### src/rtl/grf_pkg.sv
package grf_pkg;
  localparam int WORD_W   = 16;
  localparam int BYTE_W   = WORD_W / 2;
  localparam int IDX_W    = 3;
  localparam int NUM_REGS = 1 << IDX_W;
  localparam int NUM_SPLIT = NUM_REGS / 2;
  localparam int COUNT_REG = 1;

  typedef struct packed {
    logic [NUM_REGS-1:0] loWe;
    logic [NUM_REGS-1:0] hiWe;
    logic                hiFromLow;
  } wrStrobe_t;

  typedef struct packed {
    logic [IDX_W-1:0] regSel;
    logic             hiHalf;
    logic             byteMode;
  } rdSel_t;

  typedef struct packed {
    wrStrobe_t wr;
    rdSel_t    rdA;
    rdSel_t    rdB;
  } grfCtl_t;
endpackage

### src/rtl/grfCtrl.sv
module grfCtrl
  import grf_pkg::*;
(
  input  logic             clk,
  input  logic             rst,
  input  logic             wrEn,
  input  logic [IDX_W-1:0] wrIdx,
  input  logic             wrByte,
  input  logic [IDX_W-1:0] rdIdxA,
  input  logic             rdByteA,
  input  logic [IDX_W-1:0] rdIdxB,
  input  logic             rdByteB,
  output grfCtl_t          ctl
);
  localparam int SPLIT_W = IDX_W - 1;

  function automatic rdSel_t decodeRead(input logic [IDX_W-1:0] idx, input logic isByte);
    rdSel_t s;
    s.byteMode = isByte;
    if (isByte) begin
      s.regSel = {1'b0, idx[SPLIT_W-1:0]};
      s.hiHalf = idx[IDX_W-1];
    end else begin
      s.regSel = idx;
      s.hiHalf = 1'b0;
    end
    return s;
  endfunction

  logic [IDX_W-1:0] wrTarget;
  logic             wrHiOnly;
  logic             wrLoOnly;

  always_comb begin
    wrTarget = wrByte ? {1'b0, wrIdx[SPLIT_W-1:0]} : wrIdx;
    wrHiOnly = wrByte &  wrIdx[IDX_W-1];
    wrLoOnly = wrByte & ~wrIdx[IDX_W-1];
  end

  for (genvar g = 0; g < NUM_REGS; g++) begin : g_strobe
    always_comb begin
      ctl.wr.loWe[g] = wrEn && (wrTarget == IDX_W'(g)) && !wrHiOnly;
      ctl.wr.hiWe[g] = wrEn && (wrTarget == IDX_W'(g)) && !wrLoOnly;
    end
  end

  always_comb begin
    ctl.wr.hiFromLow = wrHiOnly;
    ctl.rdA = decodeRead(rdIdxA, rdByteA);
    ctl.rdB = decodeRead(rdIdxB, rdByteB);
  end


  lo_strobe_onehot_chk: assert property (@(posedge clk) disable iff (rst)
    $onehot0(ctl.wr.loWe));

  hi_strobe_onehot_chk: assert property (@(posedge clk) disable iff (rst)
    $onehot0(ctl.wr.hiWe));

  hi_byte_alone_chk: assert property (@(posedge clk) disable iff (rst)
    (ctl.wr.hiFromLow && (ctl.wr.hiWe != '0)) |-> (ctl.wr.loWe == '0));

  idle_no_strobe_chk: assert property (@(posedge clk) disable iff (rst)
    !wrEn |-> ($countones({ctl.wr.loWe, ctl.wr.hiWe}) == 0));
endmodule

### src/rtl/grfData.sv
module grfData
  import grf_pkg::*;
(
  input  logic              clk,
  input  logic              rst,
  input  grfCtl_t           ctl,
  input  logic [WORD_W-1:0] wrData,
  output logic [WORD_W-1:0] rdDataA,
  output logic [WORD_W-1:0] rdDataB,
  output logic [WORD_W-1:0] countOut
);
  logic [WORD_W-1:0] regs [NUM_REGS];
  logic [BYTE_W-1:0] hiSrc;

  always_comb hiSrc = ctl.wr.hiFromLow ? wrData[BYTE_W-1:0] : wrData[WORD_W-1:BYTE_W];

  for (genvar g = 0; g < NUM_REGS; g++) begin : g_reg
    always_ff @(posedge clk) begin
      if (rst) begin
        regs[g] <= '0;
      end else begin
        if (ctl.wr.loWe[g]) regs[g][BYTE_W-1:0]      <= wrData[BYTE_W-1:0];
        if (ctl.wr.hiWe[g]) regs[g][WORD_W-1:BYTE_W] <= hiSrc;
      end
    end


    keep_hi_on_lo_write_chk: assert property (@(posedge clk) disable iff (rst)
      (ctl.wr.loWe[g] && !ctl.wr.hiWe[g]) |=> $stable(regs[g][WORD_W-1:BYTE_W]));

    keep_lo_on_hi_write_chk: assert property (@(posedge clk) disable iff (rst)
      (ctl.wr.hiWe[g] && !ctl.wr.loWe[g]) |=> $stable(regs[g][BYTE_W-1:0]));

    no_strobe_stable_chk: assert property (@(posedge clk) disable iff (rst)
      (!ctl.wr.loWe[g] && !ctl.wr.hiWe[g]) |=> $stable(regs[g]));
  end

  function automatic logic [WORD_W-1:0] pick(input rdSel_t s, input logic [WORD_W-1:0] w);
    if (!s.byteMode) return w;
    if (s.hiHalf)    return {{BYTE_W{1'b0}}, w[WORD_W-1:BYTE_W]};
    return {{BYTE_W{1'b0}}, w[BYTE_W-1:0]};
  endfunction

  always_comb begin
    rdDataA  = pick(ctl.rdA, regs[ctl.rdA.regSel]);
    rdDataB  = pick(ctl.rdB, regs[ctl.rdB.regSel]);
    countOut = regs[COUNT_REG];
  end


  zero_ext_a_chk: assert property (@(posedge clk) disable iff (rst)
    ctl.rdA.byteMode |-> (rdDataA[WORD_W-1:BYTE_W] == '0));

  zero_ext_b_chk: assert property (@(posedge clk) disable iff (rst)
    ctl.rdB.byteMode |-> (rdDataB[WORD_W-1:BYTE_W] == '0));
endmodule

### src/rtl/gpRegFile.sv
module gpRegFile
  import grf_pkg::*;
(
  input  logic              clk,
  input  logic              rst,
  input  logic [IDX_W-1:0]  rdIdxA,
  input  logic              rdByteA,
  output logic [WORD_W-1:0] rdDataA,
  input  logic [IDX_W-1:0]  rdIdxB,
  input  logic              rdByteB,
  output logic [WORD_W-1:0] rdDataB,
  input  logic              wrEn,
  input  logic [IDX_W-1:0]  wrIdx,
  input  logic              wrByte,
  input  logic [WORD_W-1:0] wrData,
  output logic [WORD_W-1:0] countOut
);
  grfCtl_t ctl;

  grfCtrl u_ctrl (
    .clk(clk), .rst(rst),
    .wrEn(wrEn), .wrIdx(wrIdx), .wrByte(wrByte),
    .rdIdxA(rdIdxA), .rdByteA(rdByteA),
    .rdIdxB(rdIdxB), .rdByteB(rdByteB),
    .ctl(ctl)
  );

  grfData u_data (
    .clk(clk), .rst(rst), .ctl(ctl), .wrData(wrData),
    .rdDataA(rdDataA), .rdDataB(rdDataB), .countOut(countOut)
  );


  reset_clears_count_chk: assert property (@(posedge clk)
    rst |=> (countOut == '0));

  count_word_write_chk: assert property (@(posedge clk) disable iff (rst)
    (wrEn && !wrByte && wrIdx == IDX_W'(COUNT_REG)) |=> (countOut == $past(wrData)));
endmodule

### config.mk
export PLATFORM = sky130hd
export DESIGN_NAME = gpRegFile
export DESIGN_NICKNAME = d
export VERILOG_FILES = /design/src/rtl/grf_pkg.sv /design/src/rtl/grfCtrl.sv /design/src/rtl/grfData.sv /design/src/rtl/gpRegFile.sv
export SDC_FILE = /design/constraint.sdc
export NUM_CORES = 1
export LEC_CHECK = 0
export ABC_AREA = 0
export CORE_ASPECT_RATIO = 1.75
export CORE_MARGIN = 5
export CORE_UTILIZATION = 45
export CTS_CLUSTER_SIZE = 8
export DETAILED_ROUTE_END_ITERATION = 7
export PLACE_DENSITY = 0.69
export SETUP_SLACK_MARGIN = 0.3
export SLEW_MARGIN = 20
export SYNTH_ARGS = -nofsm -noshare
export SYNTH_HDL_FRONTEND = slang
export SYNTH_SLANG_ARGS = --single-unit
### constraint.sdc
create_clock -name clk -period 2.5 [get_ports clk]
set_clock_uncertainty 0.2 [all_clocks]
set_input_delay 0.75 -clock clk [delete_from_list [all_inputs] [get_ports clk]]
set_output_delay 0.75 -clock clk [all_outputs]
set_load 0.02 [all_outputs]
==> results.cfg <==
[run_status]
status = finished with violations
violations = negative setup slack

[placed_design]
postPlaceCellArea_um2 = 8960
hpwl_mm = 16.6
gp_congestion = 0.936
placedCellCount = 826
place_ws_ps = -1380
portBuffers = 78

[detailed_routing]
viasPerCell = 6.03
drc_errors = 0
totalWireLength_mm = 23.8
wl_per_cell_um = 26.8
vias = 5353
drtPass1Iterations = 5
drtAntennaViolNets = 0
drtIter0Drc = 508

[sta]
clock.fmax_mhz = 327
finalSetupViolations = 32
hold_violations = 0
rsz0062_at_grt = yes
tns_ps = -15390
maxSlewViolCount = 0
fin_ws_ps = -559
relSlewSlack = 0.722
min_period_over_period = 1.22
whs_ps = 946
tightest_slew_ps = 415
period_needed_ps = 3060

[layout]
largest_register_ffs = 128
largest-register = u_data.regs
multi_input_area_um2 = 3200
mostFrequentLayoutCell = edfxtp_1
design_area_um2 = 10200
final_cell_mix = 128 x edfxtp_1, 96 x nor2_1, 84 x buf_4
syn2layout_area_growth_pct = 45.6
register_area_um2 = 3840
largestRegisters = u_data.regs x128
finalNonFillerCells = 887
final_core_util = 0.664
drive_above_1_share = 0.468
final.fill_count = 1046
nets = 720
num_antenna_cells = 0

[setup_path]
crit_type = input port to output pin
path_buf_inv = 3
required_ps = 1550
slowest_stage = mux4_2
crit_arrival_ps = 2110
startpoint_type = input port
worstPathMaxFanout = 7
cpLargestDelayFamily = multiplexers
endpoint_kind = output pin
worstPathCellList = buf_12, buf_12, mux4_2, mux2i_1, a21oi_2, buf_4
worst_path_largest_cell_delay_ps = 570
crit_path_frequent_cell = buf_12

[die]
ios = 79
row_count = 60
die_h_um = 175
coreArea_um2 = 15400
dieWidth_um = 104
start_util = 0.457
die-area_um2 = 18300

[power_and_ir_drop]
p_total_mw = 6.60
p_per_area_nw_per_um2 = 646
p_leak_nw = 4.13
ir_drop_uv = 603

[worst_hold_path]
worstHoldPathCells = 4
hp-class = input port to register
whs_endpoint = u_data.regs[2][2]
hold_start = wrIdx[2]

[clock_tree]
cts_buffer_depth = 2
clk_pin_slew_ps = 50
ctsRootBufferMaster = clkbuf_16
htreeDepth = 4
cts-buffers-inserted = 17
cts_tree = built
clock-sinks = 128

[global_routing]
first_global_vias = 5820
overflow = 0
grt_pass1_wl_mm = 35.3
grt_max_degree = 17
track_usage = 0.261
grt_antenna_before_repair = 0

[synthesis]
syn_area_per_cell_um2 = 14.3
synth-seq-cells = 128
syn_area_um2 = 7030
ys_types = 28
seq_area_frac_synth = 0.547
yosys_warnings = 0
synth_nets = 524
synth_cells = 493

[flow_run]
cap_violations = 0
## report_power, final
part	switching (mW)	internal (mW)
combinational	0.658	0.701
sequential	0.0930	2.51
clock	0.896	1.75
total	1.65	4.96
## tightest hold or removal path: cells and delay by family
kind / cells / cell delay [ps]
buffers and inverters: 1 / 210
and+or+nand+nor: 3 / 430
## layer usage
metal  global-route usage  vias up  share of wire
met1                0.262     2631           0.30
met3               0.0394       85          0.069
met4                0.171        0          0.060
met5                    0        -              0
met2                0.490      350           0.57
li1                     -     2287              -
## cell families (layout without fill, tap and decap cells)
| logic type | count (synthesis) | count (layout) | share of synthesized area |
|---|---|---|---|
| buffers and inverters | 38 | 246 | 0.0333 |
| muxes | 103 | 103 | 0.259 |
| xor gates and xnor gates | 1 | 1 | 0.00125 |
| DFF | 128 | 128 | 0.547 |
| and+or+nand+nor | 190 | 190 | 0.129 |
| AOI/OAI and AO/OA | 33 | 33 | 0.0297 |
## synth_stat cells, drive strengths merged
| master | number | share of area |
|---|---|---|
| a21o | 12 | 0.013 |
| a21oi | 16 | 0.011 |
| and2 | 32 | 0.028 |
| and3 | 32 | 0.028 |
| buf | 22 | 0.025 |
| clkbuf | 14 | 0.0075 |
| edfxtp | 128 | 0.55 |
| inv | 2 | 0.0011 |
| mux2i | 40 | 0.057 |
| mux4 | 63 | 0.20 |
| nand2 | 13 | 0.0073 |
| nand2b | 3 | 0.0027 |
| nand3b | 1 | 0.0011 |
| nor2 | 103 | 0.055 |
| nor2b | 1 | 0.00089 |
| nor3 | 3 | 0.0028 |
| nor3b | 1 | 0.0011 |
| o21bai | 4 | 0.0043 |
| o221ai | 1 | 0.0012 |
| or3b | 1 | 0.0012 |
| xor2 | 1 | 0.0012 |
## worst max-delay path by stage
stage | to | startpoint | slack (ps) | depth (start not counted)
3_3_place_gp | rdDataA[1] | rdIdxA[1] | -1370 | 6
4_1_cts | rdDataA[2] | rdIdxA[0] | -540 | 6
6_report | rdDataA[2] | rdIdxA[0] | -560 | 6
2_1_floorplan | rdDataA[6] | rdIdxA[0] | -220 | 5
3_5_place_dp | rdDataA[1] | rdIdxA[1] | -1380 | 6
5_1_grt | rdDataA[0] | rdIdxA[0] | -580 | 7
## area by class of cell
class	instances	share of cell area
flip-flops and latches	128	0.376
multi-input cells	327	0.313
clock inverters	13	0.0190
inverters	2	0.000734
repair buffers	213	0.227
clock buffers	18	0.0420
well taps	186	0.0228
## repair_timing
action                                  in CTS  in global routing
cloned                                       7                  0
setup buffers                               15                  8
resized for setup                          306                 36
endpoints found under the setup margin      74                 52
hold buffers                                 0                  0
pin swaps                                    6                 15
Power figures use the tool's default switching activity.
